### src/rtl/be_lane_pkg.sv
package be_lane_pkg;
  typedef enum logic [1:0] {
    SZ_BYTE = 2'b00,
    SZ_HALF = 2'b01,
    SZ_WORD = 2'b10,
    SZ_RSVD = 2'b11
  } acc_size_e;
endpackage

### src/rtl/be_align_check.sv
module be_align_check
  import be_lane_pkg::*;
#(
  parameter int OFS_W = 2
) (
  input  acc_size_e        size,
  input  logic [OFS_W-1:0] ofs,
  output logic             misalign
);
  always_comb begin
    unique case (size)
      SZ_BYTE: misalign = 1'b0;
      SZ_HALF: misalign = ofs[0];
      SZ_WORD: misalign = (ofs != '0);
      default: misalign = 1'b1;
    endcase
  end
endmodule

### src/rtl/be_store_lanes.sv
module be_store_lanes
  import be_lane_pkg::*;
#(
  parameter int DATA_W = 32,
  localparam int LANES = DATA_W / 8,
  localparam int OFS_W = $clog2(LANES)
) (
  input  acc_size_e         size,
  input  logic [OFS_W-1:0]  ofs,
  input  logic              st_en,
  input  logic              misalign,
  input  logic [DATA_W-1:0] src,
  output logic [DATA_W-1:0] wdata,
  output logic [LANES-1:0]  be
);
  logic write_ok;
  assign write_ok = st_en & ~misalign;

  for (genvar k = 0; k < LANES; k++) begin : g_lane
    localparam int HI = DATA_W - 1 - 8 * k;
    localparam logic [OFS_W-1:0] LANE_IDX = OFS_W'(k);
    logic [7:0] lane_byte;
    logic       hit;

    always_comb begin
      unique case (size)
        SZ_BYTE: lane_byte = src[7:0];
        SZ_HALF: lane_byte = (k % 2 == 0) ? src[15:8] : src[7:0];
        default: lane_byte = src[HI -: 8];
      endcase
    end

    always_comb begin
      unique case (size)
        SZ_BYTE: hit = (ofs == LANE_IDX);
        SZ_HALF: hit = (ofs[OFS_W-1:1] == LANE_IDX[OFS_W-1:1]);
        SZ_WORD: hit = 1'b1;
        default: hit = 1'b0;
      endcase
    end

    assign wdata[HI -: 8]  = lane_byte;
    assign be[LANES-1-k]   = write_ok & hit;
  end
endmodule

### src/rtl/be_load_extract.sv
module be_load_extract
  import be_lane_pkg::*;
#(
  parameter int DATA_W = 32,
  localparam int LANES = DATA_W / 8,
  localparam int OFS_W = $clog2(LANES)
) (
  input  acc_size_e         size,
  input  logic [OFS_W-1:0]  ofs,
  input  logic              sgn,
  input  logic              misalign,
  input  logic [DATA_W-1:0] word,
  output logic [DATA_W-1:0] result
);
  logic [7:0] lanes [LANES];

  for (genvar k = 0; k < LANES; k++) begin : g_split
    assign lanes[k] = word[DATA_W-1-8*k -: 8];
  end

  logic [OFS_W-1:0] half_lo_idx, half_hi_idx;
  logic [7:0]       sel_byte;
  logic [15:0]      sel_half;

  assign half_hi_idx = {ofs[OFS_W-1:1], 1'b0};
  assign half_lo_idx = {ofs[OFS_W-1:1], 1'b1};
  assign sel_byte    = lanes[ofs];
  assign sel_half    = {lanes[half_hi_idx], lanes[half_lo_idx]};

  always_comb begin
    if (misalign) begin
      result = '0;
    end else begin
      unique case (size)
        SZ_BYTE: result = {{(DATA_W-8){sgn & sel_byte[7]}}, sel_byte};
        SZ_HALF: result = {{(DATA_W-16){sgn & sel_half[15]}}, sel_half};
        default: result = word;
      endcase
    end
  end
endmodule

### src/rtl/be_mem_lane_align.sv
module be_mem_lane_align
  import be_lane_pkg::*;
#(
  parameter int DATA_W  = 32,
  parameter bit REG_OUT = 1'b1,
  localparam int LANES  = DATA_W / 8,
  localparam int OFS_W  = $clog2(LANES)
) (
  input  logic              clk,
  input  logic              rst_n,
  input  logic [1:0]        acc_size,
  input  logic [OFS_W-1:0]  addr_ofs,
  input  logic              ld_signed,
  input  logic              st_en,
  input  logic [DATA_W-1:0] st_data,
  input  logic [DATA_W-1:0] rd_word,
  output logic [DATA_W-1:0] wr_data,
  output logic [LANES-1:0]  wr_be,
  output logic [DATA_W-1:0] ld_data,
  output logic              misalign
);
  acc_size_e size_c;
  assign size_c = acc_size_e'(acc_size);

  logic              mis_nx;
  logic [DATA_W-1:0] wdata_nx;
  logic [LANES-1:0]  be_nx;
  logic [DATA_W-1:0] ld_nx;

  be_align_check #(.OFS_W(OFS_W)) u_chk_align (
    .size     (size_c),
    .ofs      (addr_ofs),
    .misalign (mis_nx)
  );

  be_store_lanes #(.DATA_W(DATA_W)) u_store (
    .size     (size_c),
    .ofs      (addr_ofs),
    .st_en    (st_en),
    .misalign (mis_nx),
    .src      (st_data),
    .wdata    (wdata_nx),
    .be       (be_nx)
  );

  be_load_extract #(.DATA_W(DATA_W)) u_load (
    .size     (size_c),
    .ofs      (addr_ofs),
    .sgn      (ld_signed),
    .misalign (mis_nx),
    .word     (rd_word),
    .result   (ld_nx)
  );

  if (REG_OUT) begin : g_reg
    logic              mis_q;
    logic [DATA_W-1:0] wdata_q;
    logic [LANES-1:0]  be_q;
    logic [DATA_W-1:0] ld_q;

    always_ff @(posedge clk or negedge rst_n) begin
      if (!rst_n) begin
        mis_q   <= 1'b0;
        wdata_q <= '0;
        be_q    <= '0;
        ld_q    <= '0;
      end else begin
        mis_q   <= mis_nx;
        wdata_q <= wdata_nx;
        be_q    <= be_nx;
        ld_q    <= ld_nx;
      end
    end

    assign misalign = mis_q;
    assign wr_data  = wdata_q;
    assign wr_be    = be_q;
    assign ld_data  = ld_q;
  end else begin : g_comb
    assign misalign = mis_nx;
    assign wr_data  = wdata_nx;
    assign wr_be    = be_nx;
    assign ld_data  = ld_nx;
  end
endmodule

### config.mk
export PLATFORM = sky130hd
export DESIGN_NAME = be_mem_lane_align
export DESIGN_NICKNAME = d
export VERILOG_FILES = /design/src/rtl/be_lane_pkg.sv /design/src/rtl/be_align_check.sv /design/src/rtl/be_store_lanes.sv /design/src/rtl/be_load_extract.sv /design/src/rtl/be_mem_lane_align.sv
export SDC_FILE = /design/constraint.sdc
export NUM_CORES = 1
export LEC_CHECK = 0
export ABC_AREA = 1
export BUFFER_PORTS_ARGS = -buffer_cell sky130_fd_sc_hd__buf_4
export CAP_MARGIN = 20
export CORE_ASPECT_RATIO = 0.7
export CORE_UTILIZATION = 40
export CTS_CLUSTER_DIAMETER = 100
export DETAILED_ROUTE_END_ITERATION = 10
export PLACE_DENSITY = 0.74
export SLEW_MARGIN = 20
export SYNTH_ARGS = -nofsm -noshare
export SYNTH_HDL_FRONTEND = slang
export SYNTH_SLANG_ARGS = --single-unit
### constraint.sdc
create_clock -name clk -period 1 [get_ports clk]
set_clock_uncertainty 0.15 [all_clocks]
set_input_delay 0 -clock clk [delete_from_list [all_inputs] [get_ports clk]]
set_output_delay 0 -clock clk [all_outputs]
set_load 0.03 [all_outputs]
# ---- After elaboration in Yosys (flattened, before gate mapping)
# Cells that the tools add are included.
dict set report totals {
  elab_cells 47
  output_inout_bits 69
  regBits 69
}
dict set report classes {
  muxes 19
  eq_ne 5
  n_lt_le_gt_ge 3
  reduce_logical 4
  bitwise_logic 12
}
# op count
set op_table {}
lappend op_table {{2-to-1 mux 8 bit} 8}
lappend op_table {{one-hot mux 32 bit (2 select lines)} 1}
lappend op_table {{binary-select mux 8 bit (select 2 bit)} 3}
lappend op_table {{2-to-1 mux 32 bit} 1}
lappend op_table {{one-hot mux 8 bit (2 select lines)} 1}
lappend op_table {{one-hot mux 1 bit (3 select lines)} 5}
lappend op_table {{greater-or-equal comparator 3 bit (second input constant)} 3}
lappend op_table {{inverter 2 -> 3 bit} 3}
lappend op_table {{bitwise AND 1 bit} 7}
lappend op_table {{equality test 2 bit (second input constant)} 3}
lappend op_table {{equality test 2 x 1 -> 1 bit (second input constant)} 2}
lappend op_table {{logical NOT 2 bit} 2}
lappend op_table {{inverter 1 bit} 2}
lappend op_table {{nonzero test 2 bit} 1}
lappend op_table {{OR reduction 2 bit} 1}

# ---- Longest topological paths before layout
dict set report depth {
  ltp_word 7
  mapped_depth 10
  depth_no_buf 9
}

# ---- Cells and area by module
# From an unflattened synthesis, not the netlist that was laid out.
dict set report unflattened {
  cells_unflattened 380
  hier_area_um2 3071.7
}
# module cells_per_inst n_inst area_per_inst_um2 seq_area_each_um2
set by_module_without_submodules {}
lappend by_module_without_submodules {be_mem_lane_align 69 1 1726.7 1726.7}
lappend by_module_without_submodules {be_load_extract 192 1 834.6 0.0}
lappend by_module_without_submodules {be_store_lanes 116 1 496.7 0.0}
lappend by_module_without_submodules {be_align_check 3 1 13.8 0.0}

# ---- Worst setup path before layout
# No wires, ideal clock.
dict set report synth_timing {
  path_kind {input -> register}
  start {input port addr_ofs[0]}
  end {register g_reg.ld_q[16], in the netlist ld_data[16]}
  setup_slack_ns -0.088
  t_required_ns 0.778
  setup_ns 0.072
  path_stages 10
  arrival_ns 0.867
  path_cell_list {buf_6 -> inv_4 -> nand2_1 -> nand2_1 -> nand2_1 -> nand2_1 -> nand3_2 -> nand3_2 -> nand2_4 -> nor2_1}
}
dict set report synth_via {
  elab_chain_len 7
  word_cells_on_any_way 9
  classes_between {mux: 6; bitwise: 2; reduce/logical: 1}
}
# element line_no
set synth_lines {}
lappend synth_lines {{start: declaration} be_mem_lane_align.sv:12} ;# input logic [OFS_W-1:0] addr_ofs,
lappend synth_lines {{inverter 2 -> 3 bit (not written as such)} be_load_extract.sv:27} ;# assign sel_byte = lanes[ofs];
lappend synth_lines {{binary-select mux 8 bit (select 2 bit)} be_load_extract.sv:27}
lappend synth_lines {{2-to-1 mux 8 bit (not written as such) (2 in series)} be_load_extract.sv:27}
lappend synth_lines {{bitwise AND 1 bit} be_load_extract.sv:35} ;# SZ_BYTE: result = {{(DATA_W-8){sgn & sel_byte[7]}}, sel_byte};
lappend synth_lines {{one-hot mux 32 bit (2 select lines)} be_load_extract.sv:34} ;# unique case (size)
lappend synth_lines {{2-to-1 mux 32 bit (*)} be_load_extract.sv:31} ;# if (misalign) begin
lappend synth_lines {{via ld_nx[16]} be_mem_lane_align.sv:28} ;# logic [DATA_W-1:0] ld_nx;
lappend synth_lines {{end signal: assignment} be_mem_lane_align.sv:71} ;# ld_q <= ld_nx;
lappend synth_lines {{end: declaration} be_mem_lane_align.sv:59} ;# logic [DATA_W-1:0] ld_q;
# Mark *: on every way through the listed nets, which the timed path passes. The rest lies on a longest branch. The select of a mux whose other input is x is not followed.

# ---- Final worst setup path
dict set report layout_timing {
  start {register g_reg.ld_q[4], in the netlist ld_data[4]}
  end {output port ld_data[4]}
}
# element line_no
set layout_lines {}
lappend layout_lines {{end: declaration} be_mem_lane_align.sv:19} ;# output logic [DATA_W-1:0] ld_data,
# No word-level cell between the ends.

==> load_flow_metrics.sql <==
INSERT INTO impl_metrics (metric_group, metric, value, unit) VALUES
('run_status', 'run_status', 'complete, but fails checks', ''),
('run_status', 'violations', 'negative hold slack, negative setup slack', ''),
('placed_design', 'buffer_ports.inserted', '140', ''),
('critical_path', 'critical_path_buf_inv_count', '1', ''),
('placed_design', 'pre_cts_slack', '-198', 'ps'),
('critical_path', 'timing.critical_path.from_type', 'flip-flop', ''),
('cells_and_area', 'final_common_cell', 'sky130_fd_sc_hd__nand2_1', ''),
('synthesis', 'synth_nets', '463', ''),
('cts', 'clk_root_buffer_cell', 'sky130_fd_sc_hd__clkbuf_8', ''),
('detailed_routing', 'number_of_search_and_repair_iterations_in_the_first_detailed_routing_pass', '8', ''),
('global_route', 'grt_pass1_wl', '19.3', 'mm'),
('detailed_routing', 'via_count', '3859', ''),
('synthesis', 'netlist_instances', '391', ''),
('cells_and_area', 'nNetsFinal', '709', ''),
('power', 'share_of_total_power_in_the_clock_network', '32.6', '%'),
('detailed_routing', 'drt_first_iter_violations', '402', ''),
('floorplanning', 'ioPinCount', '141', ''),
('floorplanning', 'floorplan.initialDensity', '42.1', '%'),
('timing', 'setup_slack', '-109', 'ps'),
('critical_path', 'worst_ep_required_time', '850', 'ps'),
('cts', 'cts.htree.levels', '3', ''),
('floorplanning', 'floorplan.die.height', '76.0', 'um'),
('synthesis', 'distinct_cell_type_count_of_the_synthesized_netlist', '24', ''),
('cells_and_area', 'area_growth_syn_to_layout', '87.5', '%'),
('timing', 'fin_tns_setup', '-2270', 'ps'),
('cells_and_area', 'drive_above_1_share', '34.4', '%'),
('worst_hold_path', 'class_of_the_tightest_hold_or_removal_check', 'in -> reg', ''),
('timing', 'fmaxAchievable', '902', 'MHz'),
('floorplanning', 'die_x', '108', 'um'),
('critical_path', 'critPathKind', 'reg -> out', ''),
('timing', 'post-route-min-period', '1110', 'ps'),
('floorplanning', 'design.core.area', '7450', 'um2'),
('placed_design', 'gp_routability_congestion', '0.863', ''),
('critical_path', 'critPathSlowestCell', 'sky130_fd_sc_hd__dfrtp_1', ''),
('timing', 'whs', '-169', 'ps'),
('cts', 'tritoncts_clock_tree', 'built', ''),
('global_route', 'grt_max_degree', '70', ''),
('worst_hold_path', 'hold_path_startpoint', 'rd_word[25]', ''),
('critical_path', 'timing.critical_path.slowest_cell_delay', '430', 'ps'),
('critical_path', 'worstPathMaxFanout', '1', ''),
('detailed_routing', 'via_per_inst', '5.21', ''),
('global_route', 'grt.total_usage', '31.6', '%'),
('timing', 'setup_viol_count_final', '72', ''),
('cells_and_area', 'insertedDiodeCount', '0', ''),
('synthesis', 'syn_area', '3130', 'um2'),
('synthesis', 'synth_area_per_cell', '8.01', 'um2'),
('synthesis', 'synth_sequential_area_ratio', '55.1', '%'),
('critical_path', 'critical_path_arrival', '960', 'ps'),
('global_route', 'antenna_violations_before_repair', '0', ''),
('timing', 'timing.max_slew.rel_slack', '75.7', '%'),
('critical_path', 'endpoint_kind', 'output pin', ''),
('detailed_routing', 'drt_drc', '0', ''),
('power', 'peakVddDrop', '0.823', 'mV'),
('run', 'max_cap_violations', '0', ''),
('global_route', 'grt_pass1_vias', '3829', ''),
('detailed_routing', 'wire_per_inst', '17.2', 'um'),
('critical_path', 'critical-path-top-delay-family', 'flip-flops', ''),
('power', 'p_sw_share', '30.8', '%'),
('cts', 'clock_path_buffers', '2', ''),
('critical_path', 'setup.worst_path.start', 'ld_data[4]', ''),
('power', 'cellPowerDensity', '1360', 'nW/um2'),
('synthesis', 'postSynthRegisterBits', '69', ''),
('power', 'sequential_group_share_of_total_power', '38.8', '%'),
('synthesis', 'synthesis.yosys.warnings', '0', ''),
('placed_design', 'hpwl_after_dpl', '7.41', 'mm'),
('power', 'power_switching', '0.00245', 'W'),
('timing', 'worst_pin_slew', '365', 'ps'),
('floorplanning', 'design.die.area', '8200', 'um2'),
('cts', 'cts.sink_count', '69', ''),
('cells_and_area', 'utilization', '78.9', '%'),
('timing', 'timing.final.hold_violations', '9', '');
## cells by family (layout without fill, tap and decap cells)
group / count (synthesis) / after routing / share of synthesized area, %
flops: 69 / 69 / 55.1
simple gates: 201 / 201 / 26.0
buf+inv: 67 / 318 / 8.71
compound gates: 54 / 54 / 10.2
## power by group through the flow
stage               combinational (W)  clock, W  sequential (W)
floorplan                    0.000479         0         0.00351
global placement              0.00179         0         0.00310
detailed placement            0.00182         0         0.00311
CTS                           0.00217   0.00262         0.00309
global route                  0.00241   0.00273         0.00311
finish                        0.00228   0.00260         0.00310
## timing repair
item                       in CTS  in global routing
buffers inserted                0                  2
setup endpoints to repair      69                 96
cloned                          0                  0
hold endpoints to repair      137                 25
resized for setup              69                 25
pin swaps                       0                  8
hold buffers                   70                 17
## area by class of cell
cell class / count / area (um2)
Clock buffer: 10 / 138
Timing Repair Buffer: 249 / 2410
Tap cell: 98 / 123
Multi-Input combinational cell: 255 / 1180
Clock inverter: 6 / 86.3
Inverter: 53 / 206
Fill cell: 444 / 1580
Sequential cell: 69 / 1730
## Yosys cell counts
cell type | instances | area [um2]
sky130_fd_sc_hd__o21ai_2 | 1 | 8.76
sky130_fd_sc_hd__clkbuf_1 | 5 | 18.8
sky130_fd_sc_hd__buf_2 | 6 | 30.0
sky130_fd_sc_hd__buf_6 | 1 | 11.3
sky130_fd_sc_hd__nor2_1 | 26 | 97.6
sky130_fd_sc_hd__o21ai_0 | 30 | 150
sky130_fd_sc_hd__nand2_2 | 1 | 6.26
sky130_fd_sc_hd__buf_4 | 1 | 7.51
sky130_fd_sc_hd__clkinv_1 | 1 | 3.75
sky130_fd_sc_hd__dfrtp_1 | 69 | 1730
sky130_fd_sc_hd__a21oi_1 | 4 | 20.0
sky130_fd_sc_hd__inv_1 | 46 | 173
sky130_fd_sc_hd__buf_1 | 1 | 3.75
sky130_fd_sc_hd__inv_2 | 5 | 18.8
sky130_fd_sc_hd__a31oi_1 | 2 | 12.5
sky130_fd_sc_hd__inv_4 | 1 | 6.26
sky130_fd_sc_hd__a22oi_1 | 1 | 7.51
sky130_fd_sc_hd__a21oi_2 | 1 | 8.76
sky130_fd_sc_hd__nand3_1 | 11 | 55.1
sky130_fd_sc_hd__nand2_1 | 157 | 589
sky130_fd_sc_hd__nand3_2 | 2 | 20.0
sky130_fd_sc_hd__nor2_4 | 3 | 33.8
sky130_fd_sc_hd__o211ai_1 | 15 | 113
sky130_fd_sc_hd__nand2_4 | 1 | 11.3
## through the flow
step | instances | area [um2] | total power (W)
global placement | 652 | 4650 | 0.00489
finish | 740 | 5870 | 0.00798
global route | 740 | 5870 | 0.00825
floorplan | 391 | 3180 | 0.00399
CTS | 738 | 5830 | 0.00788
detailed placement | 652 | 4650 | 0.00493
## state kept, by name (all words and copies together), names as in the netlist
signal,cells
ld_data,32
wr_data,32
wr_be,4
misalign,1
## layer usage
layer  part of all wire [%]  vias to the layer above  global-route usage (%)
li1                       -                     1698                       -
met1                     38                     1798                    39.7
met2                     47                      277                    50.8
met3                    8.3                       86                    6.50
met4                    6.5                        0                    17.9
met5                      0                        -                       0
## worst paths after layout
check                         endpoint  cells past startpoint
worst min-delay path        ld_data[9]                      5
worst max-delay path        ld_data[4]                      1
min in group asynchronous  wr_data[21]                      3
max in group asynchronous  ld_data[25]                      3
No activity file was read; power rests on OpenSTA's default activity.
